[config.mk]
export PLATFORM = sky130hd
export DESIGN_NAME = acc12_exec
export DESIGN_NICKNAME = d
export VERILOG_FILES = /design/src/rtl/acc12_pkg.sv /design/src/rtl/acc12_alu.sv /design/src/rtl/acc12_agen.sv /design/src/rtl/acc12_pcu.sv /design/src/rtl/acc12_exec.sv
export SDC_FILE = /design/constraint.sdc
export NUM_CORES = 1
export LEC_CHECK = 0
export BUFFER_PORTS_ARGS = -buffer_cell sky130_fd_sc_hd__buf_2
export CAP_MARGIN = 20
export CORE_ASPECT_RATIO = 1.5
export CORE_MARGIN = 2
export CORE_UTILIZATION = 35
export DETAILED_ROUTE_END_ITERATION = 12
export GPL_TIMING_DRIVEN = 0
export REMOVE_ABC_BUFFERS = 1
export SYNTH_ARGS = -nofsm -noshare
export SYNTH_HDL_FRONTEND = slang
export SYNTH_HIERARCHICAL = 1
export SYNTH_SLANG_ARGS = --single-unit
[constraint.sdc]
create_clock -name clk -period 8.66 [get_ports clk]
set_input_delay 1.299 -clock clk [delete_from_list [all_inputs] [get_ports clk]]
set_output_delay 1.299 -clock clk [all_outputs]
set_load 0.05 [all_outputs]
[src/rtl/acc12_pkg.sv]
package acc12_pkg;
  typedef enum logic [3:0] {
    OP_MOVB = 4'd0,
    OP_LDHI = 4'd1,
    OP_ADDI = 4'd2,
    OP_ADDM = 4'd3,
    OP_LDM  = 4'd4,
    OP_CMPD = 4'd5,
    OP_STD  = 4'd6,
    OP_STI  = 4'd7,
    OP_LDIX = 4'd8,
    OP_XLT  = 4'd9,
    OP_JNC  = 4'd10,
    OP_JEQ  = 4'd11,
    OP_LJMP = 4'd12,
    OP_LDP  = 4'd13,
    OP_LDJ  = 4'd14,
    OP_STB  = 4'd15
  } op_e;
endpackage

[src/rtl/acc12_alu.sv]
module acc12_alu #(
  parameter int DW = 12
) (
  input  logic [DW-1:0] a_i,
  input  logic [DW-1:0] opnd_i,
  input  logic          sub_i,
  output logic [DW:0]   sum_o
);
  // One adder serves both add and compare: compare adds the
  // inverted operand plus one, so only the carry is of interest.
  always_comb begin
    if (sub_i) sum_o = {1'b0, ~opnd_i} + {1'b0, a_i} + {{DW{1'b0}}, 1'b1};
    else       sum_o = {1'b0, a_i} + {1'b0, opnd_i};
  end
endmodule

[src/rtl/acc12_agen.sv]
module acc12_agen
  import acc12_pkg::*;
#(
  parameter int PGW = 4,
  parameter int OFW = 4
) (
  input  op_e                 op_i,
  input  logic [PGW-1:0]      page_i,
  input  logic [OFW-1:0]      ofs_i,
  input  logic [PGW+OFW-1:0]  idx_i,
  output logic [PGW+OFW-1:0]  dir_addr_o,
  output logic [PGW+OFW-1:0]  mem_addr_o
);
  logic direct;

  assign dir_addr_o = {page_i, ofs_i};

  always_comb begin
    direct = (op_i == OP_CMPD) || (op_i == OP_STD) || (op_i == OP_LDIX);
    mem_addr_o = direct ? dir_addr_o : idx_i;
  end
endmodule

[src/rtl/acc12_pcu.sv]
module acc12_pcu
  import acc12_pkg::*;
#(
  parameter int DW    = 12,
  parameter int PGW   = 4,
  parameter int MSIZE = 2
) (
  input  logic [DW+MSIZE-1:0] pc_i,
  input  logic [DW-1:0]       jmp_i,
  input  logic [PGW-1:0]      page_i,
  input  op_e                 op_i,
  input  logic                exec_i,
  input  logic                carry_i,
  input  logic                eq_i,
  output logic [DW+MSIZE-1:0] pc_next_o
);
  localparam int AW = DW + MSIZE;

  logic [AW-1:0] pc_inc, local_tgt, far_tgt;

  assign pc_inc = pc_i + AW'(1);

  generate
    if (MSIZE > 0) begin : g_paged
      assign local_tgt = {pc_i[AW-1:DW], jmp_i};
      assign far_tgt   = {page_i[MSIZE-1:0], jmp_i};
    end else begin : g_flat
      assign local_tgt = jmp_i;
      assign far_tgt   = jmp_i;
    end
  endgenerate

  always_comb begin
    pc_next_o = pc_inc;
    if (exec_i) begin
      case (op_i)
        OP_JNC:  if (!carry_i) pc_next_o = local_tgt;
        OP_JEQ:  if (eq_i)     pc_next_o = local_tgt;
        OP_LJMP: pc_next_o = far_tgt;
        default: pc_next_o = pc_inc;
      endcase
    end
  end
endmodule

[src/rtl/acc12_exec.sv]
module acc12_exec
  import acc12_pkg::*;
#(
  parameter int DW    = 12,
  parameter int PGW   = 4,
  parameter int OFW   = 4,
  parameter int BYTEW = 8,
  parameter int MSIZE = 2
) (
  input  logic                 clk,
  input  logic                 rst_n,
  input  logic                 cmd_valid,
  input  logic [3:0]           cmd_op,
  input  logic [DW-1:0]        cmd_imm,
  input  logic [OFW-1:0]       cmd_ofs,
  output logic                 done_o,
  output logic [PGW+OFW-1:0]   ram_addr_o,
  output logic                 ram_we_o,
  output logic [DW-1:0]        ram_wdata_o,
  input  logic [DW-1:0]        ram_rdata_i,
  output logic [DW+MSIZE-1:0]  rom_addr_o,
  input  logic [BYTEW-1:0]     rom_rdata_i,
  output logic [DW-1:0]        acc_o,
  output logic                 carry_o,
  output logic [DW+MSIZE-1:0]  pc_o,
  output logic [PGW-1:0]       page_o,
  output logic [PGW+OFW-1:0]   idx_o,
  output logic                 skip_o
);
  localparam int RAW    = PGW + OFW;
  localparam int ROM_AW = DW + MSIZE;
  localparam int NIB    = 4;

  // reset synchronizer: assert asynchronously, release on clock
  logic rst_s1, rst_n_int;
  always_ff @(posedge clk or negedge rst_n) begin
    if (!rst_n) begin
      rst_s1    <= 1'b0;
      rst_n_int <= 1'b0;
    end else begin
      rst_s1    <= 1'b1;
      rst_n_int <= rst_s1;
    end
  end

  // architectural state
  logic [DW-1:0]     acc_q, acc_d, bak_q, bak_d, old_q, old_d, new_q, new_d, jmp_q, jmp_d;
  logic              carry_q, carry_d, skip_q, skip_d, done_q;
  logic [PGW-1:0]    page_q, page_d;
  logic [RAW-1:0]    idx_q, idx_d;
  logic [ROM_AW-1:0] pc_q, pc_d;

  op_e            op;
  logic           exec;
  logic [RAW-1:0] dir_addr;
  logic [DW:0]    sum;
  logic [DW-1:0]  alu_opnd, xlt_val, hi_val;

  assign op       = op_e'(cmd_op);
  assign exec     = cmd_valid && !skip_q;
  assign alu_opnd = (op == OP_ADDI) ? cmd_imm : ram_rdata_i;
  assign xlt_val  = DW'(rom_rdata_i);
  assign hi_val   = {cmd_imm[NIB-1:0], {(DW-NIB){1'b0}}};

  acc12_alu #(.DW(DW)) u_alu (
    .a_i    (acc_q),
    .opnd_i (alu_opnd),
    .sub_i  (op == OP_CMPD),
    .sum_o  (sum)
  );

  acc12_agen #(.PGW(PGW), .OFW(OFW)) u_agen (
    .op_i       (op),
    .page_i     (page_q),
    .ofs_i      (cmd_ofs),
    .idx_i      (idx_q),
    .dir_addr_o (dir_addr),
    .mem_addr_o (ram_addr_o)
  );

  acc12_pcu #(.DW(DW), .PGW(PGW), .MSIZE(MSIZE)) u_pcu (
    .pc_i      (pc_q),
    .jmp_i     (jmp_q),
    .page_i    (page_q),
    .op_i      (op),
    .exec_i    (exec),
    .carry_i   (carry_q),
    .eq_i      (new_q == old_q),
    .pc_next_o (pc_d)
  );

  // memory-side outputs
  assign ram_we_o    = exec && ((op == OP_STD) || (op == OP_STI) || (op == OP_STB));
  assign ram_wdata_o = (op == OP_STB) ? bak_q : acc_q;
  assign rom_addr_o  = ROM_AW'(acc_q);

  // next-state logic
  always_comb begin
    acc_d   = acc_q;
    bak_d   = bak_q;
    old_d   = old_q;
    new_d   = new_q;
    jmp_d   = jmp_q;
    carry_d = carry_q;
    page_d  = page_q;
    idx_d   = idx_q;
    skip_d  = 1'b0;
    if (exec) begin
      case (op)
        OP_MOVB: bak_d = acc_q;
        OP_LDHI: begin old_d = acc_q; new_d = hi_val; acc_d = hi_val; carry_d = 1'b0; end
        OP_ADDI, OP_ADDM: begin
          old_d = acc_q; new_d = alu_opnd; acc_d = sum[DW-1:0]; carry_d = sum[DW];
        end
        OP_LDM:  begin old_d = acc_q; new_d = ram_rdata_i; acc_d = ram_rdata_i; carry_d = 1'b0; end
        OP_CMPD: begin old_d = acc_q; new_d = ram_rdata_i; carry_d = sum[DW]; idx_d = dir_addr; end
        OP_STD:  idx_d = dir_addr;
        OP_LDIX: idx_d = ram_rdata_i[RAW-1:0];
        OP_XLT:  begin old_d = acc_q; new_d = xlt_val; acc_d = xlt_val; skip_d = 1'b1; end
        OP_LDP:  page_d = cmd_imm[PGW-1:0];
        OP_LDJ:  jmp_d = cmd_imm;
        default: ;
      endcase
    end
  end

  // registers, clock-enabled by cmd_valid
  always_ff @(posedge clk or negedge rst_n_int) begin
    if (!rst_n_int) begin
      acc_q   <= '0;
      bak_q   <= '0;
      old_q   <= '0;
      new_q   <= '0;
      jmp_q   <= '0;
      carry_q <= 1'b0;
      skip_q  <= 1'b0;
      done_q  <= 1'b0;
      page_q  <= '0;
      idx_q   <= '0;
      pc_q    <= '0;
    end else begin
      done_q <= cmd_valid;
      if (cmd_valid) begin
        acc_q   <= acc_d;
        bak_q   <= bak_d;
        old_q   <= old_d;
        new_q   <= new_d;
        jmp_q   <= jmp_d;
        carry_q <= carry_d;
        skip_q  <= skip_d;
        page_q  <= page_d;
        idx_q   <= idx_d;
        pc_q    <= pc_d;
      end
    end
  end

  assign done_o  = done_q;
  assign acc_o   = acc_q;
  assign carry_o = carry_q;
  assign pc_o    = pc_q;
  assign page_o  = page_q;
  assign idx_o   = idx_q;
  assign skip_o  = skip_q;

  AST_ADD_RESULT: assert property (@(posedge clk) disable iff (!rst_n_int)
    (exec && op == OP_ADDI) |=> ({carry_q, acc_q} == ({1'b0, $past(acc_q)} + {1'b0, $past(cmd_imm)})));
  AST_CMP_KEEPS_ACC: assert property (@(posedge clk) disable iff (!rst_n_int)
    (exec && op == OP_CMPD) |=> $stable(acc_q));
  AST_JNC_TAKEN: assert property (@(posedge clk) disable iff (!rst_n_int)
    (exec && op == OP_JNC && !carry_q) |=> (pc_q[DW-1:0] == $past(jmp_q)));
  AST_JEQ_TAKEN: assert property (@(posedge clk) disable iff (!rst_n_int)
    (exec && op == OP_JEQ && new_q == old_q) |=> (pc_q[DW-1:0] == $past(jmp_q)));
  AST_SKIP_FREEZES: assert property (@(posedge clk) disable iff (!rst_n_int)
    (cmd_valid && skip_q) |=> ($stable(acc_q) && $stable(carry_q) && $stable(idx_q) && !skip_q));
  AST_DONE_PULSE: assert property (@(posedge clk) disable iff (!rst_n_int)
    cmd_valid |=> done_o);
endmodule

==> metrics.csv <==
metric;value;unit
power.leakage;0.00351;uW
fin_util;39.7;%
synth_warnings;6;
max-cap-violations;0;
via_count;5986;
cts_tree;yes;
coreArea;0.0203;mm^2
synth_edf_count;0;
finalSetupViolCount;0;
avgSynthCellArea;10.0;um^2
start_util;35.4;%
synth_area;0.00718;mm^2
clockBufferDepth;2;
required;8.86;ns
finalHoldViolations;0;
regArea;0.00228;mm^2
cts.clk_slew.worst_paths;0.07;ns
synthSimpleGateAreaFrac;14.9;%
period_share;65.7;%
die_h;179;um
irDropWorstVdd;0.000115;V
portBuffers;116;
critPathMaxFanout;55;
slew_headroom;33.2;%
post_cts_buffers;0;
fp.dieW;121;um
powerDensity;261;mW/mm^2
final_cell_mix;buf_2, mux2_2, dfrtp_1, a21oi_1, inv_1;
status;finished clean;
synth-adder-area-share;4.91;%
setup.worst_path.start_class;input pin;
finalWeightedCongestion;0.851;
rsz0062_at_grt;false;
critical_path_class;input pin to flip-flop;
synth_xor_xnor_area_share;4.15;%
ys_ff_latch;91;
grt_max_degree;57;
ioPinCount;119;
tns;0;ns
clock_latency;0.35;ns
multi_input_area;0.00435;mm^2
grt_pass1_vias;5839;
mostFrequentLayoutCell;buf_2;
cts_sinks;91;
grt_pass1_wl;32.7;mm
row_count;64;
post-route-drc-count;0;
grtUsageTotal;19.2;%
async_flop_share;100;%
antenna_found_initial;1;
crit_path_end_kind;flip-flop;
synth_top_family_by_area;compound AO/OA/AOI/OAI gates;
dieArea;0.0217;mm^2
ctsRootBufferMaster;clkbuf_16;
grt_overflow;0;
post_cts_resized;0;
tightest_slew;1.00;ns
synth_ff_type;dfrtp_1;
seq_area_frac_synth;31.7;%
min_path_type;flip-flop to async pin;
dp_hpwl;15.0;mm
antenna_left;0;
cp.arrival;5.89;ns
wirelength;20.8;mm
fin_worst_skew;0.00654;ns
drt_iter0_drc;365;
hold_buffers;0;
drtPass1Iterations;5;
num-fill-cells;2066;
area_growth;12.1;%
fin_nets;852;
via_per_inst;5.70;
netlist_instances;716;
cts.htree.levels;3;
cts_buffers;9;
slew_violations;0;
synth_compound_area_share;18.3;%
fmax;0.176;GHz
post_drt_wl_per_cell;19.8;um
synth.distinct_cells;78;
synth.area.mux_share;18.0;%
period_minus_slack;5.69;ns
drive_gt1_share;33.6;%
==> metal layers <==
layer	track usage (%)	part of all wire, %	vias up
li1	-	-	2787
met1	23.6	41	2968
met2	32.8	51	188
met3	2.76	4.3	43
met4	8.47	4.0	0
met5	0	0	-
==> layout make-up <==
cell class | count | share of cell area, %
multi-input combinational | 522 | 54.1
sequential | 91 | 28.4
timing repair buffer | 121 | 8.34
tap | 264 | 4.11
clock buffer | 11 | 3.02
inverter | 37 | 1.73
clock inverter | 4 | 0.342
antenna | 1 | 0.0311
==> critical path, stage by stage <==
cell,delay (ns)
buf_2,0.41
or3b_2,0.76
nor2_1,0.57
buf_4,0.31
mux2_2,0.38
ha_1,0.23
fa_1,0.41
nor2b_1,0.16
o21ai_0,0.35
nand2_1,0.10
a31oi_1,0.20
nor3_1,0.06
or3_1,0.36
o21ai_0,0.17
o31ai_1,0.10
==> where the power goes <==
part,switching [uW],internal (uW),leakage [uW]
sequential,152,546,0.00113
clock,178,201,0.000135
combinational,653,368,0.00224
==> Yosys cell counts, types with 4 or more instances <==
cell type   n  area [um^2]
dfrtp_1    91         2280
mux2_2     90         1010
a21oi_1    46          230
inv_1      35          131
xnor2_1    30          263
nor2_1     29          109
buf_4      28          210
ha_1       25          313
nand2_1    25         93.8
o21ai_0    23          115
buf_2      17         85.1
a22o_1     15          131
nor3_1     15         75.1
a32oi_1    14          123
mux2i_1    13          130
clkbuf_1   11         41.3
nor2b_1    11         68.8
mux2_4     10          150
nand3b_1   10         75.1
a41o_1      9         90.1
nand3_1     9         45.0
nand4b_1    9         78.8
or3b_1      9         78.8
o211ai_2    8          100
o22ai_1     8         50.1
buf_6       7         78.8
nand4_1     7         43.8
a31oi_1     6         37.5
a211oi_1    5         37.5
a21o_1      5         37.5
nor3b_1     5         37.5
or4bb_1     5         56.3
a221oi_1    4         35.0
buf_1       4         15.0
nand2b_1    4         25.0
o31ai_1     4         30.0
xor2_1      4         35.0
==> stage by stage <==
step                      total power (uW)  worst slack [ns]  cells  hold slack [ns]  cell area [um^2]
after floorplan                       1460              3.87    650            0.331              6750
after global placement                1710              1.88   1030            0.337              7660
after detailed placement              1730              2.69   1035            0.315              7770
after CTS                             2110              3.07   1050            0.323              8040
after global routing                  2220              2.76   1051            0.343              8050
final                                 2100              2.97   1051            0.298              8050
==> sequential cells by signal (all words and copies together), names as in the netlist <==
register   cells
done_o         1
carry_o        1
pc_o          14
old_q         12
rst_n_int      1
page_o         4
rst_s1         1
jmp_q         12
idx_o          8
acc_o         12
skip_o         1
new_q         12
bak_q         12
==> worst paths after layout <==
check	start	endpoint	slack, ns	cells past startpoint
setup / recovery	cmd_op[2]	carry_o	2.97	15
hold / removal	rst_n_int	bak_q[6]	0.30	0
setup reg to reg	skip_o	pc_o[1]	5.44	7
hold reg to reg	rst_n_int	bak_q[6]	0.30	0
max in group asynchronous	rst_n_int	jmp_q[4]	7.69	1
min in group clk	rst_s1	rst_n_int	0.35	0
==> cell families after synthesis <==
family	after synthesis
adders and majority gates	27
buffers and inverters	104
DFF	91
AOI/OAI and AO/OA	177
and+or+nand+nor	168
other	2
xor gates and xnor gates	34
muxes	113
(Power assumes the default switching activity.)
